$ cat src/rtl/cap_pkg.sv
package cap_pkg;
  localparam int REG_CTRL   = 0;
  localparam int REG_PERIOD = 1;
  localparam int REG_RISE   = 2;
  localparam int REG_FALL   = 3;
  localparam int REG_STATUS = 4;
  localparam int REG_COUNT  = 5;

  localparam int CTRL_W = 9;

  // packed: first field is the most significant bit (bit 8)
  typedef struct packed {
    logic run;
    logic up;
    logic fall_ie;
    logic rise_ie;
    logic fall_rld;
    logic rise_rld;
    logic inv;
    logic cap_en;
    logic pin_en;
  } ctrl_t;
endpackage

$ cat src/rtl/cap_edge_detect.sv
module cap_edge_detect #(
  parameter int SYNC_STAGES = 2
) (
  input  logic clk,
  input  logic rst,
  input  logic pin,
  input  logic pin_en,
  input  logic inv,
  output logic rise,
  output logic fall
);
  logic [SYNC_STAGES-1:0] sync_q;
  logic level;
  logic prev_q;

  generate
    if (SYNC_STAGES == 1) begin : g_one
      always_ff @(posedge clk) begin
        if (rst) sync_q <= '0;
        else     sync_q <= pin;
      end
    end else begin : g_chain
      always_ff @(posedge clk) begin
        if (rst) sync_q <= '0;
        else     sync_q <= {sync_q[SYNC_STAGES-2:0], pin};
      end
    end
  endgenerate

  assign level = pin_en & (sync_q[SYNC_STAGES-1] ^ inv);

  always_ff @(posedge clk) begin
    if (rst) prev_q <= 1'b0;
    else     prev_q <= level;
  end

  assign rise = level & ~prev_q;
  assign fall = ~level & prev_q;


  edges_exclusive_chk: assert property (@(posedge clk) disable iff (rst)
    !(rise && fall));

  rise_single_chk: assert property (@(posedge clk) disable iff (rst)
    rise |=> !rise);

  fall_single_chk: assert property (@(posedge clk) disable iff (rst)
    fall |=> !fall);
endmodule

$ cat src/rtl/cap_timebase.sv
module cap_timebase #(
  parameter int CNT_W = 16
) (
  input  logic             clk,
  input  logic             rst,
  input  logic             run,
  input  logic             up,
  input  logic [CNT_W-1:0] period,
  input  logic             reload,
  output logic [CNT_W-1:0] cnt
);
  localparam logic [CNT_W-1:0] ONE = CNT_W'(1);

  always_ff @(posedge clk) begin
    if (rst) begin
      cnt <= '0;
    end else if (reload) begin
      cnt <= up ? '0 : period;
    end else if (run) begin
      if (up) cnt <= (cnt >= period) ? '0 : cnt + ONE;
      else    cnt <= (cnt == '0) ? period : cnt - ONE;
    end
  end


  reload_value_chk: assert property (@(posedge clk) disable iff (rst)
    reload |=> (cnt == ($past(up) ? '0 : $past(period))));

  hold_when_stopped_chk: assert property (@(posedge clk) disable iff (rst)
    (!run && !reload) |=> $stable(cnt));

  down_wrap_chk: assert property (@(posedge clk) disable iff (rst)
    (run && !reload && !up && cnt == '0) |=> (cnt == $past(period)));
endmodule

$ cat src/rtl/cap_regfile.sv
module cap_regfile
  import cap_pkg::*;
#(
  parameter int CNT_W  = 16,
  parameter int ADDR_W = 3,
  parameter int DATA_W = 32
) (
  input  logic              clk,
  input  logic              rst,
  input  logic              wr,
  input  logic [ADDR_W-1:0] addr,
  input  logic [DATA_W-1:0] wdata,
  input  logic              rise_lat,
  input  logic              fall_lat,
  input  logic [CNT_W-1:0]  cnt,
  output ctrl_t             ctrl,
  output logic [CNT_W-1:0]  period,
  output logic [DATA_W-1:0] rdata,
  output logic              irq
);
  localparam int PAD_W = DATA_W - CNT_W;

  logic [CNT_W-1:0] rise_cap, fall_cap;
  logic rise_flag, fall_flag;
  logic wr_ctrl, wr_period, wr_status;
  logic unused_wbits;

  assign unused_wbits = ^wdata[DATA_W-1:CNT_W];
  assign wr_ctrl   = wr && (addr == ADDR_W'(REG_CTRL));
  assign wr_period = wr && (addr == ADDR_W'(REG_PERIOD));
  assign wr_status = wr && (addr == ADDR_W'(REG_STATUS));

  always_ff @(posedge clk) begin
    if (rst) begin
      ctrl   <= '0;
      period <= '0;
    end else begin
      if (wr_ctrl)   ctrl   <= ctrl_t'(wdata[CTRL_W-1:0]);
      if (wr_period) period <= wdata[CNT_W-1:0];
    end
  end

  always_ff @(posedge clk) begin
    if (rst) begin
      rise_cap <= '0;
      fall_cap <= '0;
    end else begin
      if (rise_lat) rise_cap <= cnt;
      if (fall_lat) fall_cap <= cnt;
    end
  end

  always_ff @(posedge clk) begin
    if (rst) begin
      rise_flag <= 1'b0;
      fall_flag <= 1'b0;
    end else begin
      rise_flag <= rise_lat | (rise_flag & ~(wr_status & wdata[0]));
      fall_flag <= fall_lat | (fall_flag & ~(wr_status & wdata[1]));
    end
  end

  always_ff @(posedge clk) begin
    if (rst) irq <= 1'b0;
    else     irq <= (rise_flag & ctrl.rise_ie) | (fall_flag & ctrl.fall_ie);
  end

  always_ff @(posedge clk) begin
    if (rst) begin
      rdata <= '0;
    end else begin
      case (addr)
        ADDR_W'(REG_CTRL):   rdata <= DATA_W'(ctrl);
        ADDR_W'(REG_PERIOD): rdata <= {{PAD_W{1'b0}}, period};
        ADDR_W'(REG_RISE):   rdata <= {{PAD_W{1'b0}}, rise_cap};
        ADDR_W'(REG_FALL):   rdata <= {{PAD_W{1'b0}}, fall_cap};
        ADDR_W'(REG_STATUS): rdata <= DATA_W'({fall_flag, rise_flag});
        ADDR_W'(REG_COUNT):  rdata <= DATA_W'({ctrl.up, cnt});
        default:             rdata <= '0;
      endcase
    end
  end


  rise_capture_chk: assert property (@(posedge clk) disable iff (rst)
    rise_lat |=> (rise_cap == $past(cnt)));

  fall_capture_chk: assert property (@(posedge clk) disable iff (rst)
    fall_lat |=> (fall_cap == $past(cnt)));

  rise_flag_set_chk: assert property (@(posedge clk) disable iff (rst)
    rise_lat |=> rise_flag);

  fall_flag_set_chk: assert property (@(posedge clk) disable iff (rst)
    fall_lat |=> fall_flag);

  irq_quiet_chk: assert property (@(posedge clk) disable iff (rst)
    (!rise_flag && !fall_flag) |=> !irq);
endmodule

$ cat src/rtl/pwm_capture_unit.sv
module pwm_capture_unit
  import cap_pkg::*;
#(
  parameter int CNT_W       = 16,
  parameter int ADDR_W      = 3,
  parameter int DATA_W      = 32,
  parameter int SYNC_STAGES = 2
) (
  input  logic              clk,
  input  logic              rst,
  input  logic              cap_pin,
  input  logic              reg_wr,
  input  logic [ADDR_W-1:0] reg_addr,
  input  logic [DATA_W-1:0] reg_wdata,
  output logic [DATA_W-1:0] reg_rdata,
  output logic              irq
);
  ctrl_t            ctrl;
  logic [CNT_W-1:0] period;
  logic [CNT_W-1:0] cnt;
  logic             rise, fall;
  logic             rise_lat, fall_lat;
  logic             reload;

  cap_edge_detect #(.SYNC_STAGES(SYNC_STAGES)) u_edge (
    .clk(clk), .rst(rst), .pin(cap_pin),
    .pin_en(ctrl.pin_en), .inv(ctrl.inv),
    .rise(rise), .fall(fall)
  );

  assign rise_lat = rise & ctrl.cap_en;
  assign fall_lat = fall & ctrl.cap_en;
  assign reload   = (rise_lat & ctrl.rise_rld) | (fall_lat & ctrl.fall_rld);

  cap_timebase #(.CNT_W(CNT_W)) u_tb (
    .clk(clk), .rst(rst), .run(ctrl.run), .up(ctrl.up),
    .period(period), .reload(reload), .cnt(cnt)
  );

  cap_regfile #(.CNT_W(CNT_W), .ADDR_W(ADDR_W), .DATA_W(DATA_W)) u_regs (
    .clk(clk), .rst(rst), .wr(reg_wr), .addr(reg_addr), .wdata(reg_wdata),
    .rise_lat(rise_lat), .fall_lat(fall_lat), .cnt(cnt),
    .ctrl(ctrl), .period(period), .rdata(reg_rdata), .irq(irq)
  );


  no_latch_disabled_chk: assert property (@(posedge clk) disable iff (rst)
    !ctrl.cap_en |-> !(rise_lat || fall_lat || reload));

  rise_restart_chk: assert property (@(posedge clk) disable iff (rst)
    (rise_lat && ctrl.rise_rld && !ctrl.up) |=> (cnt == $past(period)));
endmodule

$ cat config.mk
export PLATFORM = sky130hd
export DESIGN_NAME = pwm_capture_unit
export DESIGN_NICKNAME = d
export VERILOG_FILES = /design/src/rtl/cap_pkg.sv /design/src/rtl/cap_edge_detect.sv /design/src/rtl/cap_timebase.sv /design/src/rtl/cap_regfile.sv /design/src/rtl/pwm_capture_unit.sv
export SDC_FILE = /design/constraint.sdc
export NUM_CORES = 1
export LEC_CHECK = 0
export ABC_AREA = 1
export BUFFER_PORTS_ARGS = -buffer_cell sky130_fd_sc_hd__buf_2
export CAP_MARGIN = 20
export CORE_ASPECT_RATIO = 0.9
export CORE_MARGIN = 3
export CORE_UTILIZATION = 50
export DETAILED_ROUTE_END_ITERATION = 12
export GPL_TIMING_DRIVEN = 0
export PLACE_DENSITY_LB_ADDON = 0.15
export SETUP_SLACK_MARGIN = 0.4
export SLEW_MARGIN = 10
export SYNTH_ARGS = -nofsm -noshare
export SYNTH_HDL_FRONTEND = slang
export SYNTH_SLANG_ARGS = --single-unit
$ cat constraint.sdc
create_clock -name clk -period 3 [get_ports clk]
set_clock_uncertainty 0.05 [all_clocks]
set_input_delay 0.3 -clock clk [delete_from_list [all_inputs] [get_ports clk]]
set_output_delay 0.3 -clock clk [all_outputs]
set_load 0.05 [all_outputs]
==> flow_summary.toml, run 1 <==
[global_route]
grt_pass1_wl_mm = 28.62
grt_pass1_vias = 5132
antenna_found_initial = 0
grt.total_usage = 0.3044
overflow = 0
grt_max_degree = 18

[sta]
hold_violations = 0
max_slew_margin = 0.5418
finalSetupTns_ns = 0
min_period_ns = 2.319
max_freq_ghz = 0.4313
final_max_slew_viol_count = 0
setup_viol = 0
rsz0062_at_grt = "false"
finalWorstSetupSlack_ns = 0.6815
post-route-period-util = 0.7728
worstMarginPinSlew_ns = 0.6873

[pwr]
pwr-share-clk = 0.361
p_per_area_nw_per_um2 = 496.3
power_frac_comb = 0.213
power_switching_w = 0.001015
p_sw_frac = 0.3294
power.leakage_nw = 2.710
p_int_w = 0.002066
vdd_drop_max_uv = 476.1
power_frac_seq = 0.426

[clock_tree]
clkSinkCount = 96
postCtsHoldBufs = 0
max-clock-path-buffers = 2
cts_resized = 0
root_buffer = "clkbuf_16"
cts.clk_slew.worst_paths_ns = 0.07
cts-buffers-inserted = 9
h-tree-depth = 3
cts_tree = "built"
cts_setup_buffers = 0
clk_latency_ns = 0.36

[logic_synthesis]
synth-seq-cells = 96
synth_area_leaders = "dfxtp_1 35%, nand2_1 10%, nor2_1 8.5%"
synth_most_common_cell = "nand2_1"
yosysSeqAreaShare = 0.3483
synthArstFlopShare = 0
syn_avg_cell_area_um2 = 7.047
synth_cell_types = 39
synth_edf_count = 0
synth_ff_type = "dfxtp_1"
synth.largest_area_cell = "dfxtp_1"
yosys.area.top_type_share = 0.3483
syn_inst = 783
synth_commonest_cells = "152 x nand2_1, 125 x nor2_1, 96 x dfxtp_1, 72 x inv_1, 55 x a211oi_1"
syn_area_um2 = 5518
yosys_warnings = 0

[routing]
viasPerCell = 5.745
dr.pass1.iters = 6
drt-total-wl_mm = 18.50
ant_nets = 0
drt-initial-drc-count = 663
drc = 0
vias = 5636
wl_per_cell_um = 18.86

[setup_path]
critPathKind = "flip-flop to flip-flop"
cpPeakStageDelay_ns = 0.42
cp_max_fo = 10
critPathLaunchType = "flip-flop"
worstPathRequired_ns = 3.23
critPathArrivalTime_ns = 2.54
end_kind = "flip-flop"
path_cells = "inv_1, ha_1, a21oi_1, o21ai_0, nor2_1, buf_2, nand4_1, nand2_1, nand2_1, a21oi_1"
reg2reg_depth = 10
cp_slowest_cell = "dfxtp_1"

[floorplanning]
rows = 35
fp.coreArea_um2 = 10510
fp.dieW_um = 116.7
initial_core_util = 0.5250
io_pins = 72
die_area_um2 = 12330
dieHeight_um = 105.7

[final_layout]
syn2layout_area_growth_pct = 12.52
final_cell_area_um2 = 6208
finalNonFillerCells = 981
insertedDiodeCount = 0
nets = 905
fill_cells = 1043
post-route-util = 0.5907
drive_above_1_share = 0.1420

[worst_hold_path]
hp-class = "input port to flip-flop"
min_path_cells = 3

[run_status]
outcome = "finished clean"

[placement]
hpwl_mm = 14.39
gp_congestion = 0.9714
port_buffers = 39
place_ws_ns = 0.7204
placed_cells = 965
placed_cell_area_um2 = 5927

[flow_run]
maxCapViolations = 0
## state kept, by name, indices dropped and copies added (netlist names)
name              cells
u_regs.rise_cap      16
u_edge.sync_q         2
u_tb.cnt             16
u_regs.fall_cap      16
u_regs.fall_flag      1
u_regs.period        16
u_regs.ctrl           9
u_regs.irq            1
u_regs.rdata         17
u_edge.prev_q         1
u_regs.rise_flag      1
## worst max-delay path: cells and delay by family, from the launching register on
family          cells  cell delay, ns
simple gates        4            0.62
flops               1            0.42
buf+inv             2            0.42
compound gates      3            0.38
fa+ha+maj           1            0.35
## metal layers
layer	up-vias	part of all wire	global-route usage
met4	0	0.027	0.1007
met2	243	0.42	0.4318
met1	2633	0.47	0.4606
met3	36	0.079	0.05281
met5	-	0	0
li1	2724	-	-
## power groups by stage
stage | Combinational, W | Clock [W] | Sequential (W)
finish | 0.000655 | 0.00111 | 0.00131
global route | 0.000724 | 0.00116 | 0.00131
CTS | 0.000640 | 0.00111 | 0.00131
detailed placement | 0.000637 | 0 | 0.00134
global placement | 0.000634 | 0 | 0.00134
floorplan | 0.000465 | 0 | 0.00134
## path summary, 6_finish.rpt
path	from	slack [ns]	to
setup reg to reg	u_regs.period[15]$_SDFFE_PP0P_	0.68	u_tb.cnt[3]$_SDFFE_PP0P_
hold reg to reg	u_edge.sync_q[0]$_SDFF_PP0_	0.36	u_edge.sync_q[1]$_SDFF_PP0_
hold / removal	cap_pin	0.09	u_edge.sync_q[0]$_SDFF_PP0_
setup / recovery	u_regs.period[15]$_SDFFE_PP0P_	0.68	u_tb.cnt[3]$_SDFFE_PP0P_
## cell type report
cell class,instances,area (µm²),share of cell area
Sequential cell,96,1922,0.3096
Inverter,77,291.5,0.04696
Timing Repair Buffer,39,195.2,0.03144
Multi-Input combinational cell,565,2999,0.4831
Clock buffer,10,229.0,0.03688
Buffer,59,357.8,0.05764
Clock inverter,6,52.55,0.008464
Tap cell,129,161.4,0.02600
## through the flow
step | total power (W) | hold slack (ns)
2_1_floorplan | 0.001808 | 0.3383
3_3_place_gp | 0.001975 | 0.3421
3_5_place_dp | 0.001979 | 0.3512
4_1_cts | 0.003063 | 0.09764
5_1_grt | 0.003201 | 0.1152
6_report | 0.003081 | 0.09341
## placed cells by master (no fill, tap or decap), types with 7 or more instances in the layout
master | Yosys | routed
a21oi_1 | 48 | 48
conb_1 | 1 | 15
buf_2 | 10 | 49
a22oi_2 | 8 | 8
nand4_1 | 21 | 21
nand3_1 | 35 | 35
o21ai_0 | 28 | 28
dfxtp_1 | 96 | 96
buf_6 | 8 | 8
a22oi_1 | 9 | 9
a221oi_1 | 7 | 7
xor2_1 | 7 | 7
clkbuf_1 | 22 | 23
nor2_1 | 125 | 125
ha_1 | 19 | 19
nand2_1 | 152 | 152
clkbuf_16 | 0 | 9
a211oi_1 | 55 | 55
buf_4 | 17 | 17
inv_1 | 72 | 72
o22ai_1 | 7 | 7
## cell families (layout without fill, tap and decap cells)
group           after synthesis  after routing  synth area share
simple gates                355            355            0.2762
compound gates              169            169            0.2029
buf+inv                     136            191            0.1177
flops                        96             96            0.3483
fa+ha+maj                    19             19           0.04308
xor+xnor                      7              7           0.01111
other cells                   1             15         0.0006796
Power figures use the tool's default switching activity.
==> run 2, diff against run 1 <==
clock period = 2.1 ns   (was 3 ns; I/O delays follow)
==> run 2 against run 1 <==
  * Sequential power increased by 44%
  * First-iteration DRC count increased by 15%
  * Worst setup slack got worse by 0.45 ns
  * Global-route usage increased by 3.9 points
  * Hold slack got worse by 0.082 ns
  * Register-to-register slack got worse by 0.45 ns
  * Total power increased by 56%
  * Core utilization increased by 11 points
  * Die area unchanged
  * Largest cell class unchanged
  * Critical path depth unchanged
  * Largest power group unchanged
  * Wire length increased by 13%
==> flow_summary.toml, run 2 (synthesized netlist as in run 1, its figures left out) <==
[run_status]
outcome = "finished clean"

[clock_tree]
h-tree-depth = 3
cts.clk_slew.worst_paths_ns = 0.07
max-clock-path-buffers = 2
clk_latency_ns = 0.36
clkSinkCount = 96
root_buffer = "clkbuf_16"
cts_tree = "built"
cts-buffers-inserted = 9

[setup_path]
critPathKind = "flip-flop to flip-flop"
critPathArrivalTime_ns = 2.03
cp_max_fo = 5
critPathLaunchType = "flip-flop"
worstPathRequired_ns = 2.26
end_kind = "flip-flop"

[pwr]
power_w = 0.004809
vdd_drop_max_uv = 431.8
power.leakage_nw = 3.169
p_per_area_nw_per_um2 = 656.5

[final_layout]
drive_above_1_share = 0.3461
syn2layout_area_growth_pct = 32.77
mostFrequentLayoutCells = "135 x nand2_1, 109 x nor2_1, 69 x dfxtp_1"
post-route-util = 0.6970
top_register = "u_regs.rdata"
nets = 966
regArea_um2 = 1971
fill_cells = 881
multiInputGateArea_um2 = 3491
largest_reg_flops = 17
insertedDiodeCount = 0
layout_commonest_cell = "nand2_1"

[routing]
drt-initial-drc-count = 761
vias = 6190
wl_per_cell_um = 20.14
ant_nets = 0
viasPerCell = 5.940
drc = 0
drt-total-wl_mm = 20.99
dr.pass1.iters = 6

[placement]
port_buffers = 39
hpwl_mm = 14.42
gp_congestion = 0.9578

[sta]
final_max_slew_viol_count = 0
setup_viol = 0
max_freq_ghz = 0.5350
worstMarginPinSlew_ns = 0.7386
rsz0062_at_grt = "true"
max_slew_margin = 0.5076
hold_violations = 0
min_period_ns = 1.869
post-route-period-util = 0.8901

[global_route]
overflow = 0
antenna_found_initial = 1
grt_pass1_wl_mm = 32.49
grt_pass1_vias = 5932
grt.total_usage = 0.3429
grt_max_degree = 18

[floorplanning]
rows = 35
io_pins = 72
die_area_um2 = 12330
initial_core_util = 0.5250
dieHeight_um = 105.7
fp.dieW_um = 116.7
fp.coreArea_um2 = 10510

[worst_hold_path]
hp-class = "input port to flip-flop"

[flow_run]
maxCapViolations = 0
-- run 2: cell count changes in the layout (fill, tap and decap cells not counted), moves of 16 or more --
cell,before,now
a21oi_1,48,31
a21oi_2,0,17
buf_4,17,67
dfxtp_1,96,69
dfxtp_2,0,21
ha_1,19,3
ha_4,0,16
inv_1,72,46
nand2_1,152,135
nor2_1,125,109
-- run 2: cell type report --
type,count,share of cell area
buffer,59,0.05722
clock buffer,10,0.03126
clock inverter,6,0.007003
inverter,77,0.04560
multi-input combinational,565,0.4765
sequential,96,0.2690
tap,129,0.02203
timing repair buffer,99,0.09052
timing repair inverter,1,0.0008540
-- run 2: final timing paths --
kind / from / endpoint / slack [ns] / cells past startpoint
max: u_regs.period[15]$_SDFFE_PP0P_ / u_tb.cnt[8]$_SDFFE_PP0P_ / 0.23 / 10
min: cap_pin / u_edge.sync_q[0]$_SDFF_PP0_ / 0.01 / 3
max reg2reg: u_regs.period[15]$_SDFFE_PP0P_ / u_tb.cnt[8]$_SDFFE_PP0P_ / 0.23 / 10
min reg2reg: u_edge.sync_q[0]$_SDFF_PP0_ / u_edge.sync_q[1]$_SDFF_PP0_ / 0.36 / 2
-- run 2: power by group --
group | internal, W | switching [W]
clock network | 0.000821 | 0.000781
registers | 0.00185 | 0.0000335
logic | 0.000491 | 0.000834
total | 0.00316 | 0.00165
-- run 2: per-stage QoR --
step	std cells	cell area, µm²	worst slack (ns)	setup TNS [ns]	hold slack (ns)
after floorplan	797	5578	0.4078	0	0.2670
after global placement	965	5934	0.003040	0	0.3418
after detailed placement	965	5934	-0.04009	-0.1577	0.3597
after CTS	1035	7167	0.3424	0	0.01091
after global routing	1042	7326	0.1933	0	0.01975
final	1042	7326	0.2308	0	0.01183
-- run 2: worst max-delay path, stage by stage, from the launching register on --
cell,delay [ns]
dfxtp_2,0.34
inv_2,0.06
ha_4,0.28
nand4_1,0.20
nor2_4,0.21
nand2_4,0.12
buf_6,0.15
nand4_1,0.06
nand2_1,0.08
nand2_1,0.10
a21oi_2,0.07
-- run 2: metal layers --
metal | track usage | wire (µm) | part of all wire
met1 | 0.4664 | 8963 | 0.43
met5 | 0 | 13 | 0.00062
met2 | 0.5154 | 9157 | 0.44
met4 | 0.1278 | 864 | 0.041
met3 | 0.09242 | 1986 | 0.095
-- run 2: repair_timing --
action / CTS / global route
pin swaps: 53 / 26
buffers inserted: 49 / 7
cloned: 5 / 0
endpoints found under the setup margin: 35 / 39
hold endpoints to repair: 0 / 0
gates resized for setup: 167 / 42
hold buffers: 0 / 0
==> run 3, diff against run 2 <==
CORE_UTILIZATION = 35   (was 50)
GPL_TIMING_DRIVEN = 1   (was 0)
SETUP_SLACK_MARGIN = 0.15   (was 0.4)
==> run 3 against run 2 <==
  * Core utilization is 26 points lower
  * Via count is 11% lower
  * Combinational power is 22% lower
  * Clock-buffer cell count is 1 lower
  * Clock power hardly changed
  * Sequential share of layout area is 2.9 points higher
  * Register-to-register slack worse by 0.02 ns
  * First-iteration DRC count is 38% lower
  * Wire length is 13% lower
  * Critical path depth stayed put
  * Critical endpoint is now u_tb.cnt[7]$_SDFFE_PP0P_
  * Largest power group unchanged
  * Highest routed layer is now met4
==> flow_summary.toml, run 3 (synthesized netlist as in run 1, its figures left out) <==
[run_status]
outcome = "finished clean"

[global_route]
antenna_found_initial = 0
grt_pass1_wl_mm = 28.74
grt.total_usage = 0.2090
grt_pass1_vias = 5120
overflow = 0
grt_max_degree = 39

[routing]
viasPerCell = 5.269
dr.pass1.iters = 5
wl_per_cell_um = 17.42
drc = 0
drt-initial-drc-count = 471
drt-total-wl_mm = 18.18
ant_nets = 0
vias = 5501

[clock_tree]
clk_latency_ns = 0.36
cts_tree = "built"
max-clock-path-buffers = 2
h-tree-depth = 3
root_buffer = "clkbuf_16"
clkSinkCount = 96
cts.clk_slew.worst_paths_ns = 0.07
cts-buffers-inserted = 9

[sta]
max_slew_margin = 0.6222
worstMarginPinSlew_ns = 0.5653
post-route-period-util = 0.8990
max_freq_ghz = 0.5297
finalSetupTns_ns = 0
rsz0062_at_grt = "true"
min_period_ns = 1.888
finalWorstSetupSlack_ns = 0.2121
hold_slack_ns = 0.07439
hold_violations = 0
final_max_slew_viol_count = 0
setup_viol = 0

[final_layout]
syn2layout_area_growth_pct = 18.78
top_register = "u_regs.rdata"
largest_reg_flops = 17
layout_commonest_cell = "nand2_1"
post-route-util = 0.4345
nets = 899
insertedDiodeCount = 0
mostFrequentLayoutCells = "149 x nand2_1, 118 x nor2_1, 80 x dfxtp_1"
drive_above_1_share = 0.2270

[setup_path]
cpPeakStageDelay_ns = 0.32
critPathArrivalTime_ns = 2.14
endpoint = "u_tb.cnt[7]$_SDFFE_PP0P_"
worstPathRequired_ns = 2.35
path_cells = "buf_4, nor2_4, nand3_1, nor2_2, nand3b_2, nand2_1, o21ai_0, nand2_1, nand2_1, a21oi_2"
end_kind = "flip-flop"
rr_startpoint = "u_tb.cnt[7]$_SDFFE_PP0P_"
critPathLaunchType = "flip-flop"
cp_slowest_cell = "dfxtp_1"
path_common_cell = "nand2_1"
critPathKind = "flip-flop to flip-flop"
cp_max_fo = 8
reg2reg_to = "u_tb.cnt[7]$_SDFFE_PP0P_"
reg2reg_depth = 10
reg2reg_slack_ns = 0.21
critPathLaunch = "u_tb.cnt[7]$_SDFFE_PP0P_"

[flow_run]
maxCapViolations = 0

[placement]
port_buffers = 40
hpwl_mm = 13.86
place_ws_ns = 0.1470
gp_congestion = 0.9246

[floorplanning]
fp.dieW_um = 138.4
initial_core_util = 0.3659
dieHeight_um = 125.1
rows = 42
io_pins = 72
fp.coreArea_um2 = 15080
die_area_um2 = 17310

[pwr]
vdd_drop_max_uv = 433.5
power.leakage_nw = 2.811
p_per_area_nw_per_um2 = 689.2
power_w = 0.004517

[worst_hold_path]
hp-class = "input port to flip-flop"
-- run 3: layer usage --
layer / global-route usage / vias up / share of wire
li1: - / 2724 / -
met1: 0.3109 / 2610 / 0.50
met2: 0.3071 / 148 / 0.43
met3: 0.04391 / 19 / 0.059
met4: 0.05462 / 0 / 0.014
met5: 0 / - / 0
-- run 3: metrics by stage --
| stage | std cells | cell area [µm²] |
|---|---|---|
| floorplan | 797 | 5570 |
| global placement | 1023 | 6038 |
| detailed placement | 1023 | 6038 |
| CTS | 1040 | 6332 |
| global route | 1044 | 6554 |
| finish | 1044 | 6554 |
-- run 3: final cells by class --
type	instances	area (µm²)
tap	198	247.7
fill	1570	8528
inverter	77	291.5
sequential	96	1954
timing repair buffer	92	630.6
clock inverter	7	53.80
clock buffer	9	225.2
multi-input combinational	565	3151
-- run 3: critical path, delay by kind of cell (launching register included) --
kind | cells | cell delay, ns
and+or+nand+nor | 7 | 1.01
buffers and inverters | 1 | 0.19
AOI/OAI and AO/OA | 2 | 0.25
DFF | 1 | 0.32
-- run 3: how the worst min path moves through the flow --
| stage | cells past startpoint | to | start |
|---|---|---|---|
| floorplan | 2 | u_edge.sync_q[0]$_SDFF_PP0_ | cap_pin |
| global placement | 2 | u_edge.sync_q[1]$_SDFF_PP0_ | u_edge.sync_q[0]$_SDFF_PP0_ |
| detailed placement | 2 | u_edge.sync_q[1]$_SDFF_PP0_ | u_edge.sync_q[0]$_SDFF_PP0_ |
| CTS | 3 | u_regs.period[11]$_SDFFE_PP0P_ | reg_wdata[11] |
| global route | 3 | u_regs.period[13]$_SDFFE_PP0P_ | reg_wdata[13] |
| finish | 3 | u_regs.period[11]$_SDFFE_PP0P_ | reg_wdata[11] |
-- run 3: timing repair --
item                                    in CTS  in global routing
gates resized for setup                      4                 65
hold endpoints to repair                     1                  0
endpoints found under the setup margin       9                 16
cloned                                       0                  1
setup buffers                                0                  3
hold buffers                                 1                  0
pin swaps                                    0                 11
-- run 3: power breakdown --
| group | switching, W | internal, W | leakage [nW] |
|---|---|---|---|
| logic | 0.000674 | 0.000360 | 1.89 |
| registers | 0.0000304 | 0.00185 | 0.785 |
| clock network | 0.000789 | 0.000816 | 0.134 |
| total | 0.00149 | 0.00302 | 2.81 |
